==> config.mk <==
export PLATFORM = sky130hd
export DESIGN_NAME = busTgt
export DESIGN_NICKNAME = d
export VERILOG_FILES = /design/src/rtl/busTgtPkg.sv /design/src/rtl/busTgtCtrl.sv /design/src/rtl/busTgtData.sv /design/src/rtl/busTgt.sv
export SDC_FILE = /design/constraint.sdc
export NUM_CORES = 2
export LEC_CHECK = 0
export ABC_CLOCK_PERIOD_IN_PS = 4200
export BUFFER_PORTS_ARGS = -buffer_cell sky130_fd_sc_hd__buf_2
export CAP_MARGIN = 20
export CORE_MARGIN = 2
export CORE_UTILIZATION = 62
export DETAILED_ROUTE_END_ITERATION = 8
export GPL_ROUTABILITY_DRIVEN = 0
export PLACE_DENSITY = 0.79
export SLEW_MARGIN = 20
export SYNTH_ARGS = -nofsm -noshare
export SYNTH_HDL_FRONTEND = slang
export SYNTH_SLANG_ARGS = --single-unit
export TNS_END_PERCENT = 1
==> constraint.sdc <==
create_clock -name clk -period 4.2 [get_ports clk]
set_input_delay 0.21 -clock clk [delete_from_list [all_inputs] [get_ports clk]]
set_output_delay 0.21 -clock clk [all_outputs]
set_load 0.02 [all_outputs]
==> src/rtl/busTgtPkg.sv <==
package busTgtPkg;
  localparam int LANES  = 8;
  localparam int DATA_W = LANES * 8;

  typedef enum logic [1:0] {
    ST_IDLE,
    ST_WAIT,
    ST_READY
  } tgtState_e;

  // control -> datapath strobes
  typedef struct packed {
    logic       capture;
    logic       push;
    logic       readBeat;
    logic [1:0] beat;
  } tgtStrobe_t;
endpackage

==> src/rtl/busTgtCtrl.sv <==
module busTgtCtrl
  import busTgtPkg::*;
#(
  parameter int WAIT_STATES = 1
) (
  input  logic       clk,
  input  logic       rstN,
  input  logic       adsN,
  input  logic       curWrite,
  input  logic       burstOk,
  input  logic       bufEmpty,
  input  logic       bufFull,
  output tgtStrobe_t strobe,
  output logic       rdyN
);
  localparam int CW = 2;
  localparam logic [CW-1:0] WAIT_LIM = CW'(WAIT_STATES);

  tgtState_e      state;
  logic [CW-1:0]  waitCnt;
  logic [1:0]     beat;
  logic           canGo;

  always_comb begin
    canGo           = curWrite ? !bufFull : bufEmpty;
    strobe.capture  = (state == ST_IDLE) && !adsN;
    strobe.push     = (state == ST_READY) && curWrite;
    strobe.readBeat = (state == ST_READY) && !curWrite;
    strobe.beat     = beat;
    rdyN            = (state != ST_READY);
  end

  always_ff @(posedge clk or negedge rstN) begin
    if (!rstN) begin
      state   <= ST_IDLE;
      waitCnt <= '0;
      beat    <= '0;
    end else begin
      case (state)
        ST_IDLE: begin
          if (!adsN) begin
            state   <= ST_WAIT;
            waitCnt <= '0;
            beat    <= '0;
          end
        end
        ST_WAIT: begin
          if (waitCnt == WAIT_LIM) begin
            if (canGo) state <= ST_READY;
          end else begin
            waitCnt <= waitCnt + 1'b1;
          end
        end
        ST_READY: begin
          if (!curWrite && burstOk && beat != 2'd3) beat <= beat + 2'd1;
          else state <= ST_IDLE;
        end
        default: state <= ST_IDLE;
      endcase
    end
  end
endmodule

==> src/rtl/busTgtData.sv <==
module busTgtData
  import busTgtPkg::*;
#(
  parameter int          MEM_WORDS   = 16,
  parameter int          BUF_DEPTH   = 4,
  parameter int          DRAIN_GAP   = 16,
  parameter logic [31:0] CACHE_BASE  = 32'h0000_0000,
  parameter logic [31:0] CACHE_LIMIT = 32'h0000_0080
) (
  input  logic              clk,
  input  logic              rstN,
  input  tgtStrobe_t        strobe,
  input  logic [31:3]       addrHi,
  input  logic [LANES-1:0]  beN,
  input  logic              wrRd,
  input  logic              memIo,
  input  logic              cacheN,
  input  logic [DATA_W-1:0] dataIn,
  output logic              curWrite,
  output logic              burstOk,
  output logic              bufEmpty,
  output logic              bufFull,
  output logic [DATA_W-1:0] dataOut,
  output logic [LANES-1:0]  parOut,
  output logic              cacheEnN,
  output logic              wbSel
);
  // MEM_WORDS >= 8 and BUF_DEPTH a power of two (pointers wrap naturally)
  localparam int IDX_W = $clog2(MEM_WORDS);
  localparam int PTR_W = $clog2(BUF_DEPTH);
  localparam int CNT_W = PTR_W + 1;
  localparam int GAP_W = $clog2(DRAIN_GAP + 1);

  logic [31:3]       capAddr;
  logic [LANES-1:0]  capBe;
  logic              capWr, capMio, capCacheN;
  logic              inWindow;
  logic [IDX_W-1:0]  writeIdx, readIdx;

  always_ff @(posedge clk or negedge rstN) begin
    if (!rstN) begin
      capAddr   <= '0;
      capBe     <= '1;
      capWr     <= 1'b0;
      capMio    <= 1'b0;
      capCacheN <= 1'b1;
    end else if (strobe.capture) begin
      capAddr   <= addrHi;
      capBe     <= beN;
      capWr     <= wrRd;
      capMio    <= memIo;
      capCacheN <= cacheN;
    end
  end

  always_comb begin
    inWindow = ({capAddr, 3'b000} >= CACHE_BASE) && ({capAddr, 3'b000} < CACHE_LIMIT);
    curWrite = capWr;
    burstOk  = !capWr && capMio && inWindow && !capCacheN;
    writeIdx = capAddr[IDX_W+2:3];
    readIdx  = {capAddr[IDX_W+2:5], capAddr[4:3] + strobe.beat};
  end

  // posted write FIFO
  logic [IDX_W-1:0]  qIdx  [BUF_DEPTH];
  logic [LANES-1:0]  qBe   [BUF_DEPTH];
  logic [DATA_W-1:0] qData [BUF_DEPTH];
  logic [PTR_W-1:0]  wrPtr, rdPtr;
  logic [CNT_W-1:0]  fill;
  logic [GAP_W-1:0]  gapCnt;
  logic              pop;

  assign pop      = (fill != '0) && (gapCnt == GAP_W'(DRAIN_GAP - 1));
  assign bufEmpty = (fill == '0);
  assign bufFull  = (fill == CNT_W'(BUF_DEPTH));

  always_ff @(posedge clk) begin
    if (strobe.push) begin
      qIdx[wrPtr]  <= writeIdx;
      qBe[wrPtr]   <= capBe;
      qData[wrPtr] <= dataIn;
    end
  end

  always_ff @(posedge clk or negedge rstN) begin
    if (!rstN) begin
      wrPtr  <= '0;
      rdPtr  <= '0;
      fill   <= '0;
      gapCnt <= '0;
    end else begin
      if (strobe.push) wrPtr <= wrPtr + 1'b1;
      if (pop) rdPtr <= rdPtr + 1'b1;
      case ({strobe.push, pop})
        2'b10:   fill <= fill + 1'b1;
        2'b01:   fill <= fill - 1'b1;
        default: fill <= fill;
      endcase
      if (fill == '0 || pop) gapCnt <= '0;
      else gapCnt <= gapCnt + 1'b1;
    end
  end

  // backing memory, lane-merged on drain
  logic [DATA_W-1:0] mem [MEM_WORDS];

  always_ff @(posedge clk or negedge rstN) begin
    if (!rstN) begin
      for (int w = 0; w < MEM_WORDS; w++) mem[w] <= '0;
    end else if (pop) begin
      for (int l = 0; l < LANES; l++) begin
        if (!qBe[rdPtr][l]) mem[qIdx[rdPtr]][8*l +: 8] <= qData[rdPtr][8*l +: 8];
      end
    end
  end

  assign dataOut  = strobe.readBeat ? mem[readIdx] : '0;
  assign cacheEnN = !(strobe.readBeat && capMio && inWindow);
  assign wbSel    = strobe.readBeat && capMio && inWindow;

  for (genvar l = 0; l < LANES; l++) begin : g_par
    assign parOut[l] = ^dataOut[8*l +: 8];
  end
endmodule

==> src/rtl/busTgt.sv <==
module busTgt
  import busTgtPkg::*;
#(
  parameter int          WAIT_STATES = 1,
  parameter int          MEM_WORDS   = 16,
  parameter int          BUF_DEPTH   = 4,
  parameter int          DRAIN_GAP   = 16,
  parameter logic [31:0] CACHE_BASE  = 32'h0000_0000,
  parameter logic [31:0] CACHE_LIMIT = 32'h0000_0080
) (
  input  logic        clk,
  input  logic        rstN,
  input  logic        adsN,
  input  logic [31:3] addrHi,
  input  logic [7:0]  beN,
  input  logic        wrRd,
  input  logic        memIo,
  input  logic        cacheN,
  input  logic [63:0] dataIn,
  output logic        rdyN,
  output logic [63:0] dataOut,
  output logic [7:0]  parOut,
  output logic        cacheEnN,
  output logic        wbSel,
  output logic        bufEmptyN
);
  tgtStrobe_t strobe;
  logic curWrite, burstOk, bufEmpty, bufFull;

  busTgtCtrl #(.WAIT_STATES(WAIT_STATES)) u_ctrl (
    .clk(clk), .rstN(rstN), .adsN(adsN), .curWrite(curWrite), .burstOk(burstOk),
    .bufEmpty(bufEmpty), .bufFull(bufFull), .strobe(strobe), .rdyN(rdyN)
  );

  busTgtData #(
    .MEM_WORDS(MEM_WORDS), .BUF_DEPTH(BUF_DEPTH), .DRAIN_GAP(DRAIN_GAP),
    .CACHE_BASE(CACHE_BASE), .CACHE_LIMIT(CACHE_LIMIT)
  ) u_data (
    .clk(clk), .rstN(rstN), .strobe(strobe), .addrHi(addrHi), .beN(beN),
    .wrRd(wrRd), .memIo(memIo), .cacheN(cacheN), .dataIn(dataIn),
    .curWrite(curWrite), .burstOk(burstOk), .bufEmpty(bufEmpty), .bufFull(bufFull),
    .dataOut(dataOut), .parOut(parOut), .cacheEnN(cacheEnN), .wbSel(wbSel)
  );

  assign bufEmptyN = !bufEmpty;
endmodule

# Word level (Yosys, flattened, before mapping)
# Memory sizes are Yosys's and may differ from the RTL's.
# Cells that the tools add are included.
# Widths: inputs -> output; s select.
# word_totals
regBits	1082
ram_bits	304
input_bits	107
output_inout_bits	76
n_memories	3
# classes
add_sub_neg	8
order_cmp	5
eq_ne	15
mux	58
n_bitwise	2
reduce_logical	37
# mem_list
memory	words	width	rd	rd_clocked_by_memory_dff	wr	line	text
u_data.qData	4	64	1	0	1	busTgtData.sv:67	logic [DATA_W-1:0] qData [BUF_DEPTH];
u_data.qBe	4	8	1	0	1	busTgtData.sv:66	logic [LANES-1:0] qBe [BUF_DEPTH];
u_data.qIdx	4	4	1	0	1	busTgtData.sv:65	logic [IDX_W-1:0] qIdx [BUF_DEPTH];
# ops
operator	count
$mux 1024	15
$bwmux 1024	8
$demux 64 s4	8
$bmux 64 s4	1
$mux 64	4
$reduce_xor 8->1	8
$mux 56	1
$mux 48	1
$mux 40	1
$ge 32x1->1 const B	1
$lt 32x8->1 const B	1
$mux 32	1
$mux 24	1
$mux 16	1
$mux 2	7
$logic_and 1x1->1	13
$ne 2x2->1 const B	6
$ge 5x5->1 const B	2
$not 4->5	2
$add 2x1->2 const B	4
$mux 8	1
$pmux 2 s2	2
$eq 2x1->1 const B	3
$logic_not 1->1	6
other kinds (20)	27

# Longest topological paths before layout
# An unclocked memory read counts as a cell.
# logic_depth
ltp_word	29
ltp_mapped	14

# Modules after synthesis
# From an unflattened synthesis, not the netlist that was laid out.
# hier_totals
hier_cells	3702
area_unflattened_um2	61141.1
# modules_own_cells
module	instances	cells_each	area_per_inst_um2	seq_area_each_um2
busTgtData	1	3667	60784.5	36065.8
busTgtCtrl	1	34	352.8	150.1
busTgt	1	1	3.8	0.0

# Worst setup path after synthesis
# Ideal clock, no wire load.
# synth_path
kind	register to output
start	register u_ctrl.beat[0]
end	output parOut[3]
t_arrival_ns	3.115
t_required_ns	3.990
slack_ns	0.875
stages_incl_launch_ff	12
path_buffers	4
path_cell_list	dfrtp_1 > ha_1 > xor3_1 > buf_6 > buf_12 > buf_8 > buf_4 > nand2_1 > a31o_2 > o21ai_0 > xor3_1 > xor2_1
# synth_between
elab_chain_cells	7
# synth_rtl
item	line	text
start, declared	busTgtCtrl.sv:21	logic [1:0] beat;
start signal, assigned	busTgtCtrl.sv:55	if (!curWrite && burstOk && beat != 2'd3) beat <= beat + 2'd1;
$add 2x2->2	busTgtData.sv:61	readIdx = {capAddr[IDX_W+2:5], capAddr[4:3] + strobe.beat};
$not 4->5 (not written as such)	busTgtData.sv:117	assign dataOut = strobe.readBeat ? mem[readIdx] : '0;
$bmux 64 s4	busTgtData.sv:117	
$mux 64 (not written as such) (2 in series)	busTgtData.sv:117	
$mux 64	busTgtData.sv:117	
net dataOut[25]	busTgt.sv:21	output logic [63:0] dataOut,
$reduce_xor 8->1	busTgtData.sv:122	assign parOut[l] = ^dataOut[8*l +: 8];
end, declared	busTgt.sv:22	output logic [7:0] parOut,
# The timed path passes the listed nets, and every way through them passes these cells. The select of a mux whose other input is x is not followed.

# Worst setup path after layout
# layout_path
start	register u_ctrl.beat[1]
end	output parOut[3]
# layout_between
elab_chain_cells	7
# layout_rtl
item	line
$add 2x2->2	busTgtData.sv:61
$not 4->5 (not written as such)	busTgtData.sv:117
$bmux 64 s4	busTgtData.sv:117
$mux 64 (not written as such) (2 in series)	busTgtData.sv:117
$mux 64	busTgtData.sv:117
$reduce_xor 8->1	busTgtData.sv:122
# No other way between the ends. The select of a mux whose other input is x is not followed.

==> results.txt <==
----------------------------------------------------
[Drt]
  DRC violation total after the first TritonRoute iteration ... 4425
  Mean routed wirelength per cell ... 27.0 um
  Vias ... 40000
  Remaining design rule violation count ... 0
  Number of nets with antenna violations after routing ... 0
  Overall routed net length ... 167 mm
  TritonRoute pass-1 iters ... 6
  Vias/cell ... 6.49

[Timing]
  Final count of hold timing violations ... 0
  Slew HR ... 0.276
  Unrepaired setup endpoints after global routing ... yes
  Highest Clock Rate ... 230 MHz
  Final TNS setup ... -0.607 ns
  Post-layout min period ... 4.35 ns
  Slew at the pin closest to its max-slew limit ... 1.09 ns
  Fin. max-slew vios ... 0
  Period utilization ... 1.04
  Layout Skew ... 0.0248 ns
  Final setup viols ... 6
  Final Hold Slack ... 0.0879 ns
  Minimum setup slack in the final design ... -0.154 ns

[Floorplan]
  Core Rows ... 115
  Number of ports placed on the die boundary ... 183
  Vertical die dimension ... 318 um
  Die area ... 101000 um^2
  Core area ... 98000 um^2
  Horizontal extent of the die ... 318 um
  Initial core utilization ... 0.623

[Critical path]
  Capturing element type of the critical path ... output pin
  Data arrival time at the worst-slack endpoint ... 4.14 ns
  Worst Path Max Fanout ... 20
  Type of the worst setup path ... reg2out
  Capture point of the critical path ... parOut[3]
  CP startpoint ... u_ctrl.beat[1]
  Setup slack of the worst register-to-register path ... 0.74 ns
  Endpoint of the worst register-to-register path ... u_data.mem[351]
  FF-to-FF Start ... u_data.rdPtr[0]
  Critical path required time ... 3.99 ns
  Category of the worst setup path launch point ... flip-flop
  Number of cells traversed by the worst register-to-register path ... 5

[Clock network]
  Cts bufs inserted ... 143
  Max Root-Sink Buffers ... 3
  H-tree levels ... 4
  CTS Root Buffer Type ... clkbuf_16
  Clock latency on the worst-skew pair ... 0.77 ns
  Clock transition time at the flip-flop clock pins of the worst setup and hold paths ... 0.06 ns
  CTS tree ... done
  Sinks on Clock Net ... 1386

[Power and ir drop]
  Pwr Density ... 532 nW/um^2
  Net Sw Power ... 11.8 mW
  Relative contribution of sequential cells to total power ... 0.387
  Proportion of power drawn by the clock network ... 0.341
  Overall power ... 37.5 mW
  Reported leakage power ... 32.4 nW
  Combinational power share ... 0.273
  Peak supply drop ... 521 uV
  Switching part of the total ... 0.315
  Internal Dissipation ... 25.7 mW

[Placed design]
  Number of buffers inserted by port buffering ... 182
  Placed wire-length estimate ... 103 mm
  Post-DP Area ... 63900 um^2
  Worst setup timing slack at the placement stage ... 0.376 ns

[GRT]
  Number of global-route vias before repair ... 41200
  Wire length of the first global-routing pass ... 254 mm
  Pin count of the biggest net entering global routing ... 144
  Global-route usage over all layers ... 0.332
  Initial antenna violation count ... 2
  Total grt overflow ... 0

[Synthesis]
  Cell types with the highest counts after synthesis ... 1073 x dfrtp_1, 1063 x mux2_2, 617 x nand2_1
  Prevailing post-synth register cell ... dfrtp_1
  Post-synth ARST share ... 0.781
  Fraction of synthesized cell area taken by the top area cell type ... 0.440
  Yosys warning total ... 0
  Mean Syn Cell Area ... 13.9 um^2
  Number of synthesized flops with an enable pin ... 304
  Sequential area share after synthesis ... 0.593
  Largest cells by area after synthesis ... dfrtp_1 44%, mux2_2 20%, edfxtp_1 15%
  Number of distinct library cells after synthesis ... 51
  Gate count of the mapped netlist ... 4387
  Combined area of all synthesized cells ... 61100 um^2
  Library cell with the highest instance count after synthesis ... dfrtp_1
  #FFs+latches synth ... 1386
  Library cell occupying the most area in the post-synthesis netlist ... dfrtp_1
  Synthesized netlist net count ... 4505

[Final layout]
  Area growth, synth to finish ... 15.5%
  Final std cell area, no fill ... 70600 um^2
  Fraction of layout cells with a size suffix above 1 ... 0.377
  Nets ... 4884
  Antenna Cells ... 0

[Status]
  Failing checks ... negative setup slack
  Run status ... finished, violations left

[Job]
  Count of maximum capacitance violations ... 0

[Min path]
  Hold crit path type ... in2async

----------------------------------------------------
metal layers:
metal | GRT usage | share of wire | routed length [um] | up-vias
li1 | - | - | - | 16800
met1 | 0.463 | 0.41 | 68100 | 21000
met2 | 0.504 | 0.46 | 77100 | 1805
met3 | 0.0776 | 0.087 | 14400 | 399
met4 | 0.145 | 0.042 | 7000 | 0
met5 | 0 | 0 | 0 | -
how the worst min path moves through the flow:
stage | endpoint | slack, ns | depth (start not counted)
global route | u_data.mem[774] | 0.16 | 2
global placement | u_data.mem[838] | 0.33 | 1
finish | u_data.mem[774] | 0.09 | 2
detailed placement | u_data.mem[774] | 0.31 | 1
CTS | u_data.mem[774] | 0.12 | 2
floorplan | u_ctrl.beat[0] | -0.09 | 0
registers in the layout, indices dropped and copies added (netlist names), 2 cells and up:
| signal | cells |
|---|---|
| u_data.rdPtr | 2 |
| u_data.qData | 256 |
| u_ctrl.state | 2 |
| u_data.qIdx | 16 |
| u_data.qBe | 32 |
| u_ctrl.waitCnt | 2 |
| u_ctrl.beat | 2 |
| u_data.wrPtr | 2 |
| u_data.capBe | 8 |
| u_data.capAddr | 29 |
| u_data.gapCnt | 5 |
| u_data.fill | 3 |
| u_data.mem | 1024 |
timing repair:
item,4_1_cts,5_1_grt
gates cloned,5,1
hold buffers,111,0
gates resized for setup,35,23
pin swaps,11,14
hold endpoints to repair,375,0
setup endpoints to repair,8,8
buffers inserted,30,15
power groups by stage:
| stage | Combinational (mW) | Sequential, mW | Clock [mW] |
|---|---|---|---|
| 2_1_floorplan | 5.91 | 14.6 | 0 |
| 3_3_place_gp | 8.79 | 14.7 | 0 |
| 3_5_place_dp | 8.88 | 14.7 | 0 |
| 4_1_cts | 9.78 | 14.5 | 12.9 |
| 5_1_grt | 10.7 | 14.6 | 13.4 |
| 6_report | 10.2 | 14.5 | 12.8 |
area by class of cell:
| cell class | count | area, um^2 |
|---|---|---|
| Inverter | 18 | 67.6 |
| Clock inverter | 39 | 512 |
| Timing Repair Buffer | 490 | 4140 |
| Clock buffer | 221 | 4210 |
| Multi-Input combinational cell | 2727 | 23800 |
| Fill cell | 6235 | 27400 |
| Tap cell | 1287 | 1610 |
| Sequential cell | 1386 | 36200 |
critical path, cell delays in order (launching register included):
cell and delay [ns]:
dfrtp_2 0.45, xor3_4 0.50, buf_12 0.19, buf_4 0.15, buf_16 0.14, buf_4 0.16
buf_12 0.16, mux2i_1 0.12, a32oi_1 0.27, nand4_1 0.19, xnor2_1 0.18, xnor2_1 0.29
nor2_1 0.13, xor2_1 0.23, buf_4 0.17
through the flow:
step | cells | utilization
floorplan | 4387 | -
global placement | 5747 | 0.652
detailed placement | 5747 | 0.652
CTS | 6152 | 0.718
global route | 6168 | 0.720
finish | 6168 | 0.720
logic make-up (layout without fill, tap and decap cells):
group           after synthesis  count (layout)  synth area share
mux                        1369            1369             0.267
compound gates              258             258            0.0326
xor+xnor                     61              62            0.0109
buf+inv                     275             768            0.0219
fa+ha+maj                    11              11           0.00238
simple gates               1027            1027            0.0721
flops                      1386            1386             0.593
cell usage in the layout, fill, tap and decap left out, types with 7 or more instances in the layout:
cell           count
bufinv_16          9
xnor2_1           31
o211a_1           13
clkbuf_1          48
buf_16             8
dfstp_2            9
o22ai_1           12
nand2_1          616
a22oi_1           64
mux2i_1          202
nor2_4             7
xor2_1            14
o21ai_0           16
and3_1            15
buf_6              7
o22a_1             8
buf_12            27
a31o_2            14
nand2b_1          29
a41o_1            13
buf_4            155
edfxtp_1         304
mux4_2           104
nor2_1           108
nor3_1            10
buf_2            177
a31oi_1           35
dfrtp_1         1066
clkbuf_8          25
clkinv_2          15
inv_1             17
clkbuf_16        148
a32oi_1           61
o21a_1             8
inv_6              8
ha_1               9
mux2_2          1063
nand3_1          139
nand4_1           63
dlygate4sd3_1    111
(Power assumes the default switching activity.)
